--- src/rtl/graph_lfo.sv ---
module graph_lfo #(
  parameter int NPTS = 8,
  parameter int VW   = 12,
  parameter int FW   = 24,
  parameter int WW   = 8
) (
  input  logic                 clk,
  input  logic                 rst,
  input  logic                 tick,
  input  logic                 slopes,
  input  logic [FW-1:0]        rate,
  input  logic [NPTS*VW-1:0]   levels,
  output logic [VW-1:0]        sample
);
  localparam int IW = (NPTS > 1) ? $clog2(NPTS) : 1;
  localparam int PW = VW + WW + 2;
  localparam logic [IW-1:0] LAST = IW'(NPTS - 1);

  logic [FW-1:0]      frac;
  logic [IW-1:0]      idx;
  logic [NPTS*VW-1:0] held;
  logic               mode_q;

  logic [FW:0]        sum;
  logic [IW-1:0]      idx_nx;
  logic [VW-1:0]      a, b;
  logic [WW-1:0]      w;
  logic signed [VW:0] diff;
  logic signed [PW-1:0] prod, mix;

  assign sum    = {1'b0, frac} + {1'b0, rate};
  assign idx_nx = (idx == LAST) ? '0 : idx + 1'b1;

  always_ff @(posedge clk) begin
    if (rst) begin
      frac   <= '0;
      idx    <= '0;
      held   <= '0;
      mode_q <= 1'b0;
    end else if (tick) begin
      frac   <= sum[FW-1:0];
      if (sum[FW]) idx <= idx_nx;
      held   <= levels;
      mode_q <= slopes;
    end
  end

  assign a    = held[idx*VW +: VW];
  assign b    = held[idx_nx*VW +: VW];
  assign w    = frac[FW-1 -: WW];
  assign diff = $signed({1'b0, b}) - $signed({1'b0, a});
  assign prod = diff * $signed({1'b0, w});
  assign mix  = $signed({{(WW+2){1'b0}}, a}) + (prod >>> WW);

  assign sample = mode_q ? mix[VW-1:0] : a;
endmodule


--- config.mk ---
export PLATFORM = sky130hd
export DESIGN_NAME = graph_lfo
export DESIGN_NICKNAME = d
export VERILOG_FILES = /design/src/rtl/graph_lfo.sv
export SDC_FILE = /design/constraint.sdc
export NUM_CORES = 1
export LEC_CHECK = 0
export BUFFER_PORTS_ARGS = -buffer_cell sky130_fd_sc_hd__buf_2
export CAP_MARGIN = 20
export CELL_PAD_IN_SITES_DETAIL_PLACEMENT = 1
export CELL_PAD_IN_SITES_GLOBAL_PLACEMENT = 1
export CORE_UTILIZATION = 40
export DETAILED_ROUTE_END_ITERATION = 8
export PLACE_DENSITY = 0.79
export SLEW_MARGIN = 25
export SYNTH_ARGS = -nofsm -noshare
export SYNTH_HDL_FRONTEND = slang
export SYNTH_SLANG_ARGS = --single-unit
--- constraint.sdc ---
create_clock -name clk -period 27.7 [get_ports clk]
set_clock_uncertainty 0.2 [all_clocks]
set_input_delay 1.385 -clock clk [delete_from_list [all_inputs] [get_ports clk]]
set_output_delay 1.385 -clock clk [all_outputs]
set_load 0.005 [all_outputs]
==> results.yml, run 1 <==
outcome:
  status: "finished clean"
drt:
  drtIter0Drc: 348
  firstDrtPassIters: 4
  drc: 0
  wl_per_cell_um: 19.0
  routed_wl_mm: 32.2
  vias: 9137
  final_antenna_net_count: 0
  routed_via_density: 5.37
power_and_ir_drop:
  leakagePower_nw: 6.21
  power_density_mw_per_mm2: 98.6
  peakVddDrop_mv: 0.0496
synth:
  ys_types: 56
  synthSimpleGateAreaFrac: 0.143
  yosysTopAreaCell: "dfxtp_1"
  synthAdderAreaFrac: 0.236
  synth_ff_type: "dfxtp_1"
  yosysWarnings: 0
  synth_seq_area_share: 0.218
  synthArstFlopShare: 0
  ys_top_cells_by_count: "nor2_1, inv_1, mux2i_1"
  synth_mux_area_frac: 0.224
  synth_top_family_by_area: "adder cells"
  synth_edf_count: 0
  yosysMostFrequentCell: "nor2_1"
  synth_nets: 1495
  synth_xor_area_frac: 0.0354
  netlist.area_leader.share: 0.218
  synth_compound_area_frac: 0.0824
  synth_area_leaders: "dfxtp_1, fa_1, mux2i_1"
  ys_ff_latch: 124
  synthCells: 1205
  synth_area_per_cell_sq_um: 9.45
  syn-cell-area_sq_mm: 0.0114
sta:
  finalMaxSlewViolations: 0
  slew-limit-headroom: 0.332
  finalSetupViolCount: 0
  layout_min_cycle_time_ps: 13010
  fmax_mhz: 76.9
  hold_ws_ps: 271
  hold_violations: 0
  post-route-period-util: 0.470
  tightest_slew_ps: 999
  setup_tns_ps: 0
  rsz0062_at_grt: "no"
placement:
  dpl-instance-area_sq_mm: 0.0124
  gp_congestion: 0.853
  dp_hpwl_mm: 24.6
  dp_cells: 1669
  port_buffers: 135
cts:
  cts_tree: "built"
  insertion_delay_ps: 430
  postCtsHoldBufs: 0
  cts_buffers: 17
  cts_max_path_buffers: 2
  clock-root-buffer: "clkbuf_16"
  cts.htree.levels: 4
  post-cts-setup-buffer-count: 0
  post_cts_resized: 0
  clk_pin_slew_ps: 60
  clock-sinks: 124
flow_run:
  cap_violations: 0
layout:
  finalNonFillerCells: 1701
  final_area_sq_mm: 0.0130
  n_antenna_cell: 0
  syn_to_final_growth_pct: 14.0
  drive_gt1_frac: 0.191
  nets: 1600
  final_util: 0.466
setup_path:
  arrival_ps: 11420
  cp-end-kind: "output port"
  cpPeakStageDelay_ps: 760
  startpoint_type: "register"
  crit_top_cell: "ha_1"
  ff2ff_setup_slack_ps: 24360
  cp.required_ps: 26110
  critPathMaxFanout: 30
  crit_type: "reg2out"
  crit_slowest_cell: "nor2_4"
min_path:
  min_path_type: "reg2reg"
floorplan:
  die_h_um: 171
  die_x_um: 171
  rows: 61
  initial_core_util: 0.409
  io_pins: 136
  die_area_sq_mm: 0.0291
  core_area_sq_mm: 0.0279
grt:
  grt_use_total: 0.236
  grt.overflow.total: 0
  grt_max_degree: 103
  antenna_found_initial: 0
  grt_pass1_wl_mm: 52.8
  grt_pass1_vias: 10100
## sequential cells by signal (all words and copies together) (netlist names)
signal and cells:
mode_q 1, idx 3, held 96, frac 24
## worst paths after layout
path / endpoint / depth (start not counted) / start
worst max-delay path: sample[11] / 44 / idx[0]$_SDFFE_PP0P_
worst min-delay path: frac[4]$_SDFFE_PP0P_ / 2 / frac[4]$_SDFFE_PP0P_
worst max register to register: idx[0]$_SDFFE_PP0P_ / 13 / frac[0]$_SDFFE_PP0P_
worst min register to register: frac[4]$_SDFFE_PP0P_ / 2 / frac[4]$_SDFFE_PP0P_
## final cells by class
class	count	area (sq um)
Inverter	131	492
Clock buffer	17	425
Multi-Input combinational cell	896	8210
Timing Repair Buffer	140	729
Sequential cell	124	2480
Tap cell	378	473
Fill cell	3206	14900
Clock inverter	15	169
## critical path, delay by kind of cell (launching register included)
family / cells / cell delay [ps]
and+or+nand+nor: 12 / 2660
adders and majority gates: 9 / 3360
buffers and inverters: 5 / 610
DFF: 1 / 310
muxes: 3 / 1320
xor gates and xnor gates: 4 / 700
AOI/OAI and AO/OA: 11 / 2000
## power breakdown
group	internal [mW]	switching [mW]
Sequential	0.192	0.0197
Clock	0.129	0.0989
Combinational	0.366	0.474
## kinds of logic after synthesis
logic type,Yosys count
buf+inv,185
compound gates,136
fa+ha+maj,166
simple gates,354
mux,194
xor+xnor,46
flops,124
## metal layers
layer	wire length [um]	track usage
met3	1150	0.0298
met1	13700	0.286
met2	16300	0.422
met4	1070	0.0940
met5	0	0
## stage by stage
step | total power, mW | setup slack (ps)
floorplan | 0.848 | 16730
global placement | 1.02 | 15510
detailed placement | 1.06 | 15090
CTS | 1.29 | 14620
global route | 1.41 | 13940
finish | 1.28 | 14690
## layout by cell type, fill, tap and decap left out, types with 6 or more instances in the layout
cell,instances
o21ai_0,16
buf_2,133
ha_1,85
nand3_1,7
o21bai_1,9
a211oi_1,8
xor2_1,13
a21o_1,16
mux4_2,46
nor3_1,15
inv_1,131
fa_1,81
or3_1,6
o21a_1,7
inv_6,6
nor2_1,154
clkbuf_16,17
mux2i_1,125
mux2_1,6
mux2_2,17
nand2_1,74
dfxtp_1,123
xnor2_1,33
nor2b_1,17
and2_1,47
nand2b_1,15
a21oi_1,40
o21ai_1,9
No activity file was read; power rests on OpenSTA's default activity.
==> inputs of run 2 (changes only) <==
==> constraint.sdc (replaced) <==
create_clock -name clk -period 12.61 [get_ports clk]
set_clock_uncertainty 0.2 [all_clocks]
set_input_delay 0.6305 -clock clk [delete_from_list [all_inputs] [get_ports clk]]
set_output_delay 0.6305 -clock clk [all_outputs]
set_load 0.005 [all_outputs]
==> run 2 against run 1 <==
Critical path depth fell by 1. Largest cell class unchanged. Sequential share of layout area fell by 0.11 points. Largest power group unchanged. Clock-buffer cell count rose by 1. First-iteration DRC count rose by 29%. Clock power rose by 140%. Combinational power rose by 120%. Routed wire length rose by 0.22%. Global-route usage barely moved. Sequential power rose by 120%. Non-clock buffer count rose by 3. Cell count rose by 0.12%. Die area did not move.
==> results.yml, run 2 (synthesis gave the netlist of run 1 again) <==
outcome:
  status: "finished clean"
cts:
  cts_max_path_buffers: 2
  insertion_delay_ps: 420
  clock-root-buffer: "clkbuf_16"
  clk_pin_slew_ps: 60
  cts_tree: "built"
  cts_buffers: 17
  clock-sinks: 124
  post_cts_resized: 0
  cts.htree.levels: 4
placement:
  dpl-instance-area_sq_mm: 0.0124
  dp_cells: 1669
  port_buffers: 135
  gp_congestion: 0.845
  dp_hpwl_mm: 24.9
layout:
  drive_gt1_frac: 0.192
  top_register: "held"
  n_antenna_cell: 0
  nets: 1603
  largest_register_ffs: 96
  finalNonFillerCells: 1703
  syn_to_final_growth_pct: 14.6
  layout_commonest_cell: "nor2_1"
  reg_top3: "held (96), frac (24), idx (3)"
  mostFrequentLayoutCells: "nor2_1, buf_2, inv_1"
  final_area_sq_mm: 0.0131
setup_path:
  crit_type: "reg2out"
  cp-end-kind: "output port"
  crit_top_cell: "ha_1"
  startpoint_type: "register"
  cp.required_ps: 11780
  path_delay_family: "adder cells"
  critPathBufInv: 5
  critPathMaxFanout: 30
  cpPeakStageDelay_ps: 940
  crit_slowest_cell: "dfxtp_2"
  arrival_ps: 11000
sta:
  post-route-period-util: 0.938
  rsz0062_at_grt: "no"
  tightest_slew_ps: 1040
  fmax_mhz: 84.5
  slew-limit-headroom: 0.308
  finalMaxSlewViolations: 0
  hold_violations: 0
  finalSetupViolCount: 0
  hold_ws_ps: 242
  setup_tns_ps: 0
  layout_min_cycle_time_ps: 11830
min_path:
  min_path_type: "in2reg"
drt:
  firstDrtPassIters: 4
  routed_wl_mm: 32.3
  vias: 9109
  drc: 0
  wl_per_cell_um: 19.0
  drtIter0Drc: 450
  final_antenna_net_count: 0
  routed_via_density: 5.35
power_and_ir_drop:
  total_power_mw: 2.87
  peakVddDrop_mv: 0.114
  leakagePower_nw: 6.25
  power_density_mw_per_mm2: 220
grt:
  grtUsageMet3: 0.0315
  grt_max_degree: 101
  use_met1: 0.283
  grt_pass1_wl_mm: 52.6
  grt_use_total: 0.236
  grt_pass1_vias: 9982
  busiest_layer: "met2"
  grt.overflow.total: 0
  use_met2: 0.423
  antenna_found_initial: 0
floorplan:
  die_area_sq_mm: 0.0291
  core_area_sq_mm: 0.0279
  initial_core_util: 0.409
  die_x_um: 171
  io_pins: 136
  die_h_um: 171
  rows: 61
flow_run:
  cap_violations: 0
run 2: cell types whose count changed in the layout (fill, tap and decap cells not counted), sizes merged:
cell,change
clkinv,+2
clkinvlp,-1
bufinv,+4
buf,+3
inv,-7
clkbuf,+1
run 2: worst paths after layout:
| kind | from | to | slack (ps) | cells after the start |
|---|---|---|---|---|
| max | idx[0]$_SDFFE_PP0P_ | sample[11] | 780 | 43 |
| min | levels[31] | held[31]$_SDFFE_PP0P_ | 240 | 3 |
| max reg2reg | frac[0]$_SDFFE_PP0P_ | idx[0]$_SDFFE_PP0P_ | 9300 | 13 |
| min reg2reg | frac[4]$_SDFFE_PP0P_ | frac[4]$_SDFFE_PP0P_ | 270 | 2 |
run 2: power breakdown:
| group | internal, mW | switching, mW |
|---|---|---|
| Sequential | 0.423 | 0.0479 |
| Combinational | 0.805 | 1.04 |
| Clock | 0.357 | 0.194 |
run 2: layer usage:
layer,vias up,routed length [um],part of all wire
li1,4303,-,-
met1,4516,13500,0.42
met2,230,16500,0.51
met3,60,1360,0.042
met4,0,989,0.031
met5,-,0,0
run 2: repair_timing:
item | CTS | global route
endpoints found under the hold margin | 0 | 0
endpoints found under the setup margin | 0 | 1
buffers inserted | 0 | 3
hold buffers | 0 | 0
run 2: metrics by stage:
step | setup WS (ps) | utilization
global route | 18.4 | 0.469
floorplan | 2390 | -
CTS | 610 | 0.468
finish | 782 | 0.469
global placement | 1450 | 0.444
detailed placement | 1120 | 0.444
run 2: layout make-up:
cell class,instances,area [sq um]
Inverter,131,492
Tap cell,378,473
Multi-Input combinational cell,896,8210
Sequential cell,124,2480
Clock buffer,18,439
Timing Repair Buffer,143,744
Fill cell,3239,14800
Clock inverter,13,213
run 2: tightest hold or removal path: cells and delay by family:
| kind | cells | cell delay (ps) |
|---|---|---|
| muxes | 1 | 60 |
| buffers and inverters | 1 | 80 |
| and+or+nand+nor | 1 | 70 |
